[src/rtl/pmu_pkg.sv]
package pmu_pkg;
  localparam int CNT_W   = 32;
  localparam int SEL_W   = 6;
  localparam int NUM_EVT = 1 << SEL_W;
  localparam int REG_W   = 2 * CNT_W;

  // control register layout
  localparam int IE_BIT     = 0;
  localparam int EN_USR_BIT = 1;
  localparam int EN_SUP_BIT = 2;
  localparam int EN_HYP_BIT = 3;
  localparam int LO_SEL_LSB = 4;
  localparam int HI_SEL_LSB = 11;
  localparam int CFG_W      = HI_SEL_LSB + SEL_W;   // bits below the flags
  localparam int FLAG_HI    = CFG_W;               // 17
  localparam int FLAG_LO    = CFG_W + 1;           // 18
  localparam int CTRL_W     = FLAG_LO + 1;

  localparam logic [SEL_W-1:0] PARK_HI = 6'h1C;
  localparam logic [SEL_W-1:0] PARK_LO = 6'h14;

  typedef enum logic [1:0] {
    CTX_USER = 2'd0,
    CTX_SUP  = 2'd1,
    CTX_HYP  = 2'd2,
    CTX_NONE = 2'd3
  } ctx_e;
endpackage

[src/rtl/pmu_ctrl_reg.sv]
module pmu_ctrl_reg
  import pmu_pkg::*;
(
  input  logic              clk,
  input  logic              rst_n,
  input  logic              wr_en,
  input  logic [CTRL_W-1:0] wdata,
  input  logic [1:0]        wrap,      // [1] upper, [0] lower
  output logic              ie,
  output logic [2:0]        ctx_en,    // {hyp, sup, usr}
  output logic [SEL_W-1:0]  sel_hi,
  output logic [SEL_W-1:0]  sel_lo,
  output logic [1:0]        flags,     // [1] upper, [0] lower
  output logic [REG_W-1:0]  rdata
);
  localparam int GAP_BIT = LO_SEL_LSB + SEL_W;
  localparam logic [CFG_W-1:0] CFG_MASK = ~(CFG_W'(1) << GAP_BIT);

  logic [CFG_W-1:0] cfg_q;
  logic [1:0]       flag_q;
  logic [1:0]       clr;

  assign clr[1] = wr_en & wdata[FLAG_HI];
  assign clr[0] = wr_en & wdata[FLAG_LO];

  always_ff @(posedge clk) begin
    if (!rst_n) begin
      cfg_q  <= '0;
      flag_q <= '0;
    end else begin
      if (wr_en) cfg_q <= wdata[CFG_W-1:0] & CFG_MASK;
      // a wrap in the same cycle outranks a clear
      flag_q <= wrap | (flag_q & ~clr);
    end
  end

  assign ie     = cfg_q[IE_BIT];
  assign ctx_en = {cfg_q[EN_HYP_BIT], cfg_q[EN_SUP_BIT], cfg_q[EN_USR_BIT]};
  assign sel_hi = cfg_q[HI_SEL_LSB +: SEL_W];
  assign sel_lo = cfg_q[LO_SEL_LSB +: SEL_W];
  assign flags  = flag_q;
  assign rdata  = {{(REG_W-CTRL_W){1'b0}}, flag_q[0], flag_q[1], cfg_q};
endmodule

[src/rtl/pmu_ctx_qual.sv]
module pmu_ctx_qual
  import pmu_pkg::*;
(
  input  logic [1:0] ctx,
  input  logic [2:0] ctx_en,   // {hyp, sup, usr}
  output logic       ok
);
  always_comb begin
    unique case (ctx_e'(ctx))
      CTX_USER: ok = ctx_en[0];
      CTX_SUP:  ok = ctx_en[1];
      CTX_HYP:  ok = ctx_en[2];
      default:  ok = 1'b0;
    endcase
  end
endmodule

[src/rtl/pmu_counter.sv]
module pmu_counter #(
  parameter int CNT_W   = 32,
  parameter int SEL_W   = 6,
  parameter logic [SEL_W-1:0] PARK = '0,
  localparam int NUM_EVT = 1 << SEL_W
) (
  input  logic               clk,
  input  logic               rst_n,
  input  logic [SEL_W-1:0]   sel,
  input  logic [NUM_EVT-1:0] evt,
  input  logic               ok,
  input  logic               wr_en,
  input  logic [CNT_W-1:0]   wdata,
  output logic [CNT_W-1:0]   cnt,
  output logic               wrap
);
  logic [CNT_W-1:0] cnt_q;
  logic             hit;

  assign hit  = ok & evt[sel] & (sel != PARK);
  assign wrap = hit & ~wr_en & (&cnt_q);

  always_ff @(posedge clk) begin
    if (!rst_n)     cnt_q <= '0;
    else if (wr_en) cnt_q <= wdata;
    else if (hit)   cnt_q <= cnt_q + CNT_W'(1);
  end

  assign cnt = cnt_q;
endmodule

[src/rtl/dual_pmu.sv]
module dual_pmu
  import pmu_pkg::*;
(
  input  logic               clk,
  input  logic               rst_n,
  input  logic [NUM_EVT-1:0] evt_pulse,
  input  logic [1:0]         ctx,
  input  logic               reg_wr,
  input  logic               reg_addr,
  input  logic [REG_W-1:0]   reg_wdata,
  output logic [REG_W-1:0]   reg_rdata,
  output logic               irq
);
  logic              ie_bit;
  logic [2:0]        ctx_en;
  logic [SEL_W-1:0]  sel [2];
  logic [1:0]        flags;
  logic [1:0]        wrap;
  logic [CNT_W-1:0]  cnt [2];
  logic [REG_W-1:0]  ctrl_rdata;
  logic              ctx_ok;
  logic              ctrl_wr, cnt_wr;

  assign ctrl_wr = reg_wr & ~reg_addr;
  assign cnt_wr  = reg_wr &  reg_addr;

  pmu_ctrl_reg u_ctrl (
    .clk    (clk),
    .rst_n  (rst_n),
    .wr_en  (ctrl_wr),
    .wdata  (reg_wdata[CTRL_W-1:0]),
    .wrap   (wrap),
    .ie     (ie_bit),
    .ctx_en (ctx_en),
    .sel_hi (sel[1]),
    .sel_lo (sel[0]),
    .flags  (flags),
    .rdata  (ctrl_rdata)
  );

  pmu_ctx_qual u_qual (
    .ctx    (ctx),
    .ctx_en (ctx_en),
    .ok     (ctx_ok)
  );

  // index 1 = upper half, index 0 = lower half
  for (genvar g = 0; g < 2; g++) begin : g_cnt
    pmu_counter #(
      .CNT_W (CNT_W),
      .SEL_W (SEL_W),
      .PARK  ((g == 1) ? PARK_HI : PARK_LO)
    ) u_cnt (
      .clk   (clk),
      .rst_n (rst_n),
      .sel   (sel[g]),
      .evt   (evt_pulse),
      .ok    (ctx_ok),
      .wr_en (cnt_wr),
      .wdata (reg_wdata[g*CNT_W +: CNT_W]),
      .cnt   (cnt[g]),
      .wrap  (wrap[g])
    );
  end

  assign reg_rdata = reg_addr ? {cnt[1], cnt[0]} : ctrl_rdata;
  assign irq       = ie_bit & (|flags);
endmodule

[config.mk]
export PLATFORM = sky130hd
export DESIGN_NAME = dual_pmu
export DESIGN_NICKNAME = d
export VERILOG_FILES = /design/src/rtl/pmu_pkg.sv /design/src/rtl/pmu_ctrl_reg.sv /design/src/rtl/pmu_ctx_qual.sv /design/src/rtl/pmu_counter.sv /design/src/rtl/dual_pmu.sv
export SDC_FILE = /design/constraint.sdc
export NUM_CORES = 1
export LEC_CHECK = 0
export ABC_AREA = 1
export CORE_MARGIN = 10
export CORE_UTILIZATION = 40
export DETAILED_ROUTE_END_ITERATION = 8
export MAX_ROUTING_LAYER = met4
export PLACE_DENSITY = 0.7
export SLEW_MARGIN = 20
export SYNTH_ARGS = -nofsm -noshare
export SYNTH_HDL_FRONTEND = slang
export SYNTH_SLANG_ARGS = --single-unit
[constraint.sdc]
create_clock -name clk -period 1.7 [get_ports clk]
set_input_delay 0.51 -clock clk [delete_from_list [all_inputs] [get_ports clk]]
set_output_delay 0.51 -clock clk [all_outputs]
set_load 0.02 [all_outputs]
After elaboration in Yosys (flattened, before gate mapping) --
Index checks and enable logic that the tools add are counted.
Storage, ports and cells: flip-flop bits (word level) 82, input bits 134, output and inout bits 65, word-level logic and storage cells 46
Cells by class: add/subtract/negate cells 2, $lt $le $gt $ge 2, eq/ne operators 4, multiplexer cells 10, bitwise gates (word level) 18, reduce and logical (&&, ||, !) cells 6
Operators with widths (number):
- 32-bit 2-to-1 mux | 4
- 32-bit by 1-bit adder with 32-bit output, second input constant | 2
- 64-bit 2-to-1 mux | 1
- 32-bit AND reduction | 2
- 6-bit by 7-bit less-than comparator with 1-bit output, second input constant | 2
- 1-bit bitwise AND | 13
- 1-bit binary-select mux with 6-bit select | 2
- 6-bit by 5-bit != test with 1-bit output, second input constant | 2
- 2-bit nonzero test | 2
- 1-bit one-hot mux with 3 select lines | 1
- 2-bit bitwise AND | 1
- 2-bit by 1-bit equality test with 1-bit output, second input constant | 1
- 2-bit equality test, second input constant | 1
- 2-bit logical NOT | 1
- 1-bit 2-to-1 mux | 2
- 1-bit inverter | 2
- 2-bit inverter | 1
- 2-bit OR | 1
- 2-bit OR reduction | 1

Depth between registers and ports, before layout --
depth after elaboration 7, gate-level depth with buffers 16, depth with buffers taken out 14

Modules after synthesis --
From an unflattened synthesis, not the netlist that was laid out.
Second synthesis, totals: cell total of the unflattened synthesis 1545, area total of the unflattened synthesis 8451.9 um^2
By module, submodules not included:
- pmu_counter at g_cnt[1].u_cnt | instances 1, cells an instance 591, area an instance 3239.4 um^2, seq. area each 640.6 um^2
- pmu_counter at g_cnt[0].u_cnt | instances 1, cells an instance 590, area an instance 3206.8 um^2, seq. area each 640.6 um^2
- pmu_ctrl_reg | instances 1, cells an instance 145, area an instance 1134.8 um^2, seq. area each 360.3 um^2
- dual_pmu | instances 1, cells an instance 213, area an instance 843.3 um^2, seq. area each 0.0 um^2
- pmu_ctx_qual | instances 1, cells an instance 6, area an instance 27.5 um^2, seq. area each 0.0 um^2

Worst setup path after synthesis --
Ideal clock, no wire load.
path kind input-to-output, start input port reg_addr, end output port reg_rdata[12], arrival 1.339 ns, required time 1.190 ns, setup slack -0.149 ns, stages on the path 3, buffers on the path 2, cells stage by stage buf_2 clkbuf_1 o21ai_0
Between the ends: longest elaborated chain between the ends 1
Ends and longest elaborated chain:
- start, declared | RTL line dual_pmu.sv:9 | input logic reg_addr,
- 64-bit 2-to-1 mux | RTL line dual_pmu.sv:66 | assign reg_rdata = reg_addr ? {cnt[1], cnt[0]} : ctrl_rdata;
- end, declared | RTL line dual_pmu.sv:11 | output logic [REG_W-1:0] reg_rdata,
Every way passes these cells.

Worst setup path after layout --
start register u_ctrl.cfg_q[4], end register g_cnt[0].u_cnt.cnt_q[12]
Between the ends: longest elaborated chain between the ends 5, elaborated cells between the ends (all ways) 6, those cells by class eq/ne: 1; mux: 2; bitwise: 2; reduce/logical: 1
Ends and longest elaborated chain:
- start, declared | RTL line pmu_ctrl_reg.sv:19 | logic [CFG_W-1:0] cfg_q;
- start signal, assigned | RTL line pmu_ctrl_reg.sv:31 | if (wr_en) cfg_q <= wdata[CFG_W-1:0] & CFG_MASK;
- 1-bit binary-select mux with 6-bit select | RTL line pmu_counter.sv:20 | assign hit = ok & evt[sel] & (sel != PARK);
- 1-bit 2-to-1 mux (implied by the code) | RTL line pmu_counter.sv:20
- 1-bit bitwise AND | RTL line pmu_counter.sv:20
- 1-bit bitwise AND * | RTL line pmu_counter.sv:20
- 2-bit nonzero test (no source line) *
- end signal, assigned | RTL line pmu_counter.sv:25 | else if (wr_en) cnt_q <= wdata;
- end signal, assigned | RTL line pmu_counter.sv:26 | else if (hit) cnt_q <= cnt_q + CNT_W'(1);
- end, declared | RTL line pmu_counter.sv:17 | logic [CNT_W-1:0] cnt_q;
Mark *: on every way between the ends. The rest lies on a longest branch, timed or not. The select of a mux whose other input is x is not followed. A chain may end at the register's enable or synchronous reset.

==> qor.txt <==
status = finished, violations left
failing checks = negative setup slack
worst path cell trace = buf_8, buf_16, o211ai_1, nand3_1, nand3_1, nand2_1, nand2_2, nand2_2, nand3_4, buf_12, buf_12, nand3_1, a21oi_1
crit path capture type = flop
Placement Cell Area = 11260 um2
commonest non-fill, non-tap cells in the layout = nand2_1 (437), buf_4 (179), inv_1 (146)
Adder-Cell Fraction of Synth Area = 0.3264%
FMAX = 0.4861 GHz
mux cell area share after synthesis = 0.1469%
WHS Endpoint = u_ctrl.flags[1]
measured slew at the worst slew-check pin = 0.6001 ns
Cell Rows = 50
Top cell by count, worst path = nand3_1
Num CTS Buffers = 9
largest family of logic cells by synthesized area = simple AND/OR/NAND/NOR gates
Finish-stage setup viols = 93
hold-fix buffers at CTS = 0
Most used DFF post-synth = dfxtp_1
clock sink count = 82
core area = 18770 um2
Initial Util = 40.85%
DP Cell Count = 1959
Yosys Warn Count = 0
share of the synthesized area in the top cell type = 24.78%
die area = 25100 um2
Worst R2R Setup Slack = -0.36 ns
RePlAce Congestion = 0.9772
Max-slew headroom = 59.62%
pwr dens = 563.5 nW/um2
Hold Crit Class = flop to flop
RSZ-0062 raised after global routing = true
Reg-to-Reg Start = u_ctrl.cfg_q[4]
commonest non-fill, non-tap cell in the layout = nand2_1
Syn Inst Count = 1418
total grt overflow = 0
Synth Area in Compound Gates = 12.80%
Internal = 4.773 mW
Flop pwr share = 29.9%
global-route wire length before repair = 52680 um
initial antenna violation count = 0
Hold Violations, Final = 0
critical path class = flop to flop
CP startpoint kind = flop
clock tree buffer depth = 2
combinational power share = 41.7%
worst path buffer plus inverter count = 4
port bufs = 198
Layout area overhead = 74.51%
Slew Viols, Final = 0
Clock Latency Late Sink = 0.35 ns
Distinct cells, synth = 36
gr usage total = 26.76%
final period utilization = 121.0%
total iterations of the first detailed-routing run = 6
Routed WL per cell = 17.74 um
detailed placement HPWL = 24390 um
Max H-tree Level = 3
MaxCap Viol Count = 0
Yosys reg bits = 82
Worst Path Max Fanout = 8
DRT iter0 DRCs = 1054
Max stage delay on crit path = 0.39 ns
Post-Route WL = 35880 um
Finished Cell Area = 13380 um2
Design Power = 7.539 mW
Period minus WS final = 2.057 ns
Reg2Reg Depth = 13
area leader, netlist = nand2_1
Worst-path clk slew = 0.08 ns
DRC = 0
Vias per Instance = 5.425
Post-synth EDFFs = 0
net count after synthesis = 1554
die width = 158.4 um
Final #Nets = 1920
Root Driver = clkbuf_16
Net Sw Frac = 36.68%
CP max-delay cell = dfxtp_4
ANT nets after route = 0
Final Non-Filler Cells = 2023
Crit Reg-Reg Endpoint = g_cnt[0].u_cnt.cnt[12]
worst setup margin = -0.3570 ns
sequential fraction of the synthesis area = 21.41%
Post-Synth Simple-Gate Area = 45.28%
share of cells above drive strength 1 = 32.53%
Placement Setup Slack = -0.7914 ns
Async SR Flop Fraction = 0%
mapped cell area = 7666 um2
Top delay family on crit path = simple AND/OR/NAND/NOR gates
Worst EP required = 1.98 ns
vias in the first global route = 10030
I/O pin count = 199
XOR/XNOR share of the synthesized area = 5.370%
ANT cells = 0
largest net degree at the start of global routing = 35
Psw = 2.765 mW
Max VDD drop = 0.0004762 V
Mapped Avg Cell Area = 5.406 um2
hold_sp = u_ctrl.flags[1]
Clock power frac = 28.4%
worst hold margin = 0.4768 ns
worst hold path stage count = 2
Die Ht = 158.4 um
Max Clock Skew = 0.01381 ns
top post-synthesis cells by area = nand2_1 (25%), dfxtp_1 (21%), nand3_1 (10%), inv_1 (8.8%), a21oi_1 (6.1%)
Leak = 6.631 nW
crit path DAT = 2.33 ns
via count = 10980
TritonCTS clock tree = done
Levels on crit path = 13
## cells in the mapped netlist (3+ instances only)
cell type	n
a21oi_1	93
nand3_1	157
buf_4	13
a31oi_1	3
clkbuf_1	38
buf_1	3
nand4_1	18
buf_6	5
buf_2	24
xnor2_1	11
o21ai_0	68
dfxtp_1	82
xor2_1	36
nor2_1	108
o21ai_1	4
nand2_1	506
o211ai_1	13
o31ai_1	3
nor4_1	3
nor3_1	28
inv_1	179
inv_2	4
## per-stage QoR
step                      TNS [ns]  util, %
final                       -20.94    71.28
after detailed placement    -85.65    59.97
after global placement      -81.37    59.97
after CTS                   -14.87    66.62
after floorplan            -0.3137        -
after global routing        -27.44    71.28
## cell type report
| class | instances | area [um2] |
|---|---|---|
| fillers | 1521 | 5390 |
| repair buffers | 435 | 4387 |
| well taps | 234 | 292.8 |
| clock inverters | 6 | 72.57 |
| multi-input cells | 1071 | 5988 |
| flip-flops and latches | 82 | 1675 |
| clock buffers | 10 | 239.0 |
| inverters | 185 | 723.2 |
## worst max-delay path by stage
stage	end	startpoint	slack, ns
2_1_floorplan	reg_rdata[11]	reg_addr	-0.03
3_3_place_gp	reg_rdata[14]	reg_addr	-0.70
3_5_place_dp	g_cnt[0].u_cnt.cnt[19]	ctx[0]	-0.79
4_1_cts	g_cnt[0].u_cnt.cnt[21]	u_ctrl.cfg_q[4]	-0.25
5_1_grt	g_cnt[0].u_cnt.cnt[22]	u_ctrl.cfg_q[4]	-0.46
6_report	g_cnt[0].u_cnt.cnt[12]	u_ctrl.cfg_q[4]	-0.36
## logic make-up (layout without fill, tap and decap cells)
logic type / count (synthesis) / after routing
compound gates: 186 / 186
xor+xnor: 47 / 47
fa+ha+maj: 2 / 2
buf+inv: 268 / 636
flops: 82 / 82
mux: 1 / 1
simple gates: 832 / 835
## metal layers
| metal | part of all wire, % | GRT usage, % | up-vias |
|---|---|---|---|
| met4 | 2.6 | 6.264 | 0 |
| met3 | 9.2 | 4.074 | 95 |
| met5 | 0 | - | - |
| li1 | - | - | 5224 |
| met1 | 40 | 34.47 | 5032 |
| met2 | 48 | 43.26 | 624 |
## power by group through the flow
| stage | clock (mW) | sequential, mW | combinational, mW |
|---|---|---|---|
| floorplan | 0 | 2.24 | 1.34 |
| global placement | 0 | 2.26 | 2.46 |
| detailed placement | 0 | 2.26 | 2.49 |
| CTS | 2.16 | 2.23 | 2.84 |
| global route | 2.24 | 2.27 | 3.38 |
| finish | 2.14 | 2.25 | 3.15 |
## tightest hold or removal path: cells and delay by family (launching register included)
kind	cells	cell delay, ns
DFF	1	0.30
AOI/OAI and AO/OA	2	0.12
## what timing repair did
action,in CTS,in global routing
pin swaps,36,63
buffers inserted,24,12
cloned,13,5
endpoints found under the setup margin,131,125
gates resized for setup,477,232
## registers in the layout, summed over array words and instances, names as in the netlist
| name | count |
|---|---|
| g_cnt.u_cnt.cnt | 64 |
| u_ctrl.flags | 2 |
| u_ctrl.cfg_q | 16 |
No activity file was read; power rests on OpenSTA's default activity.
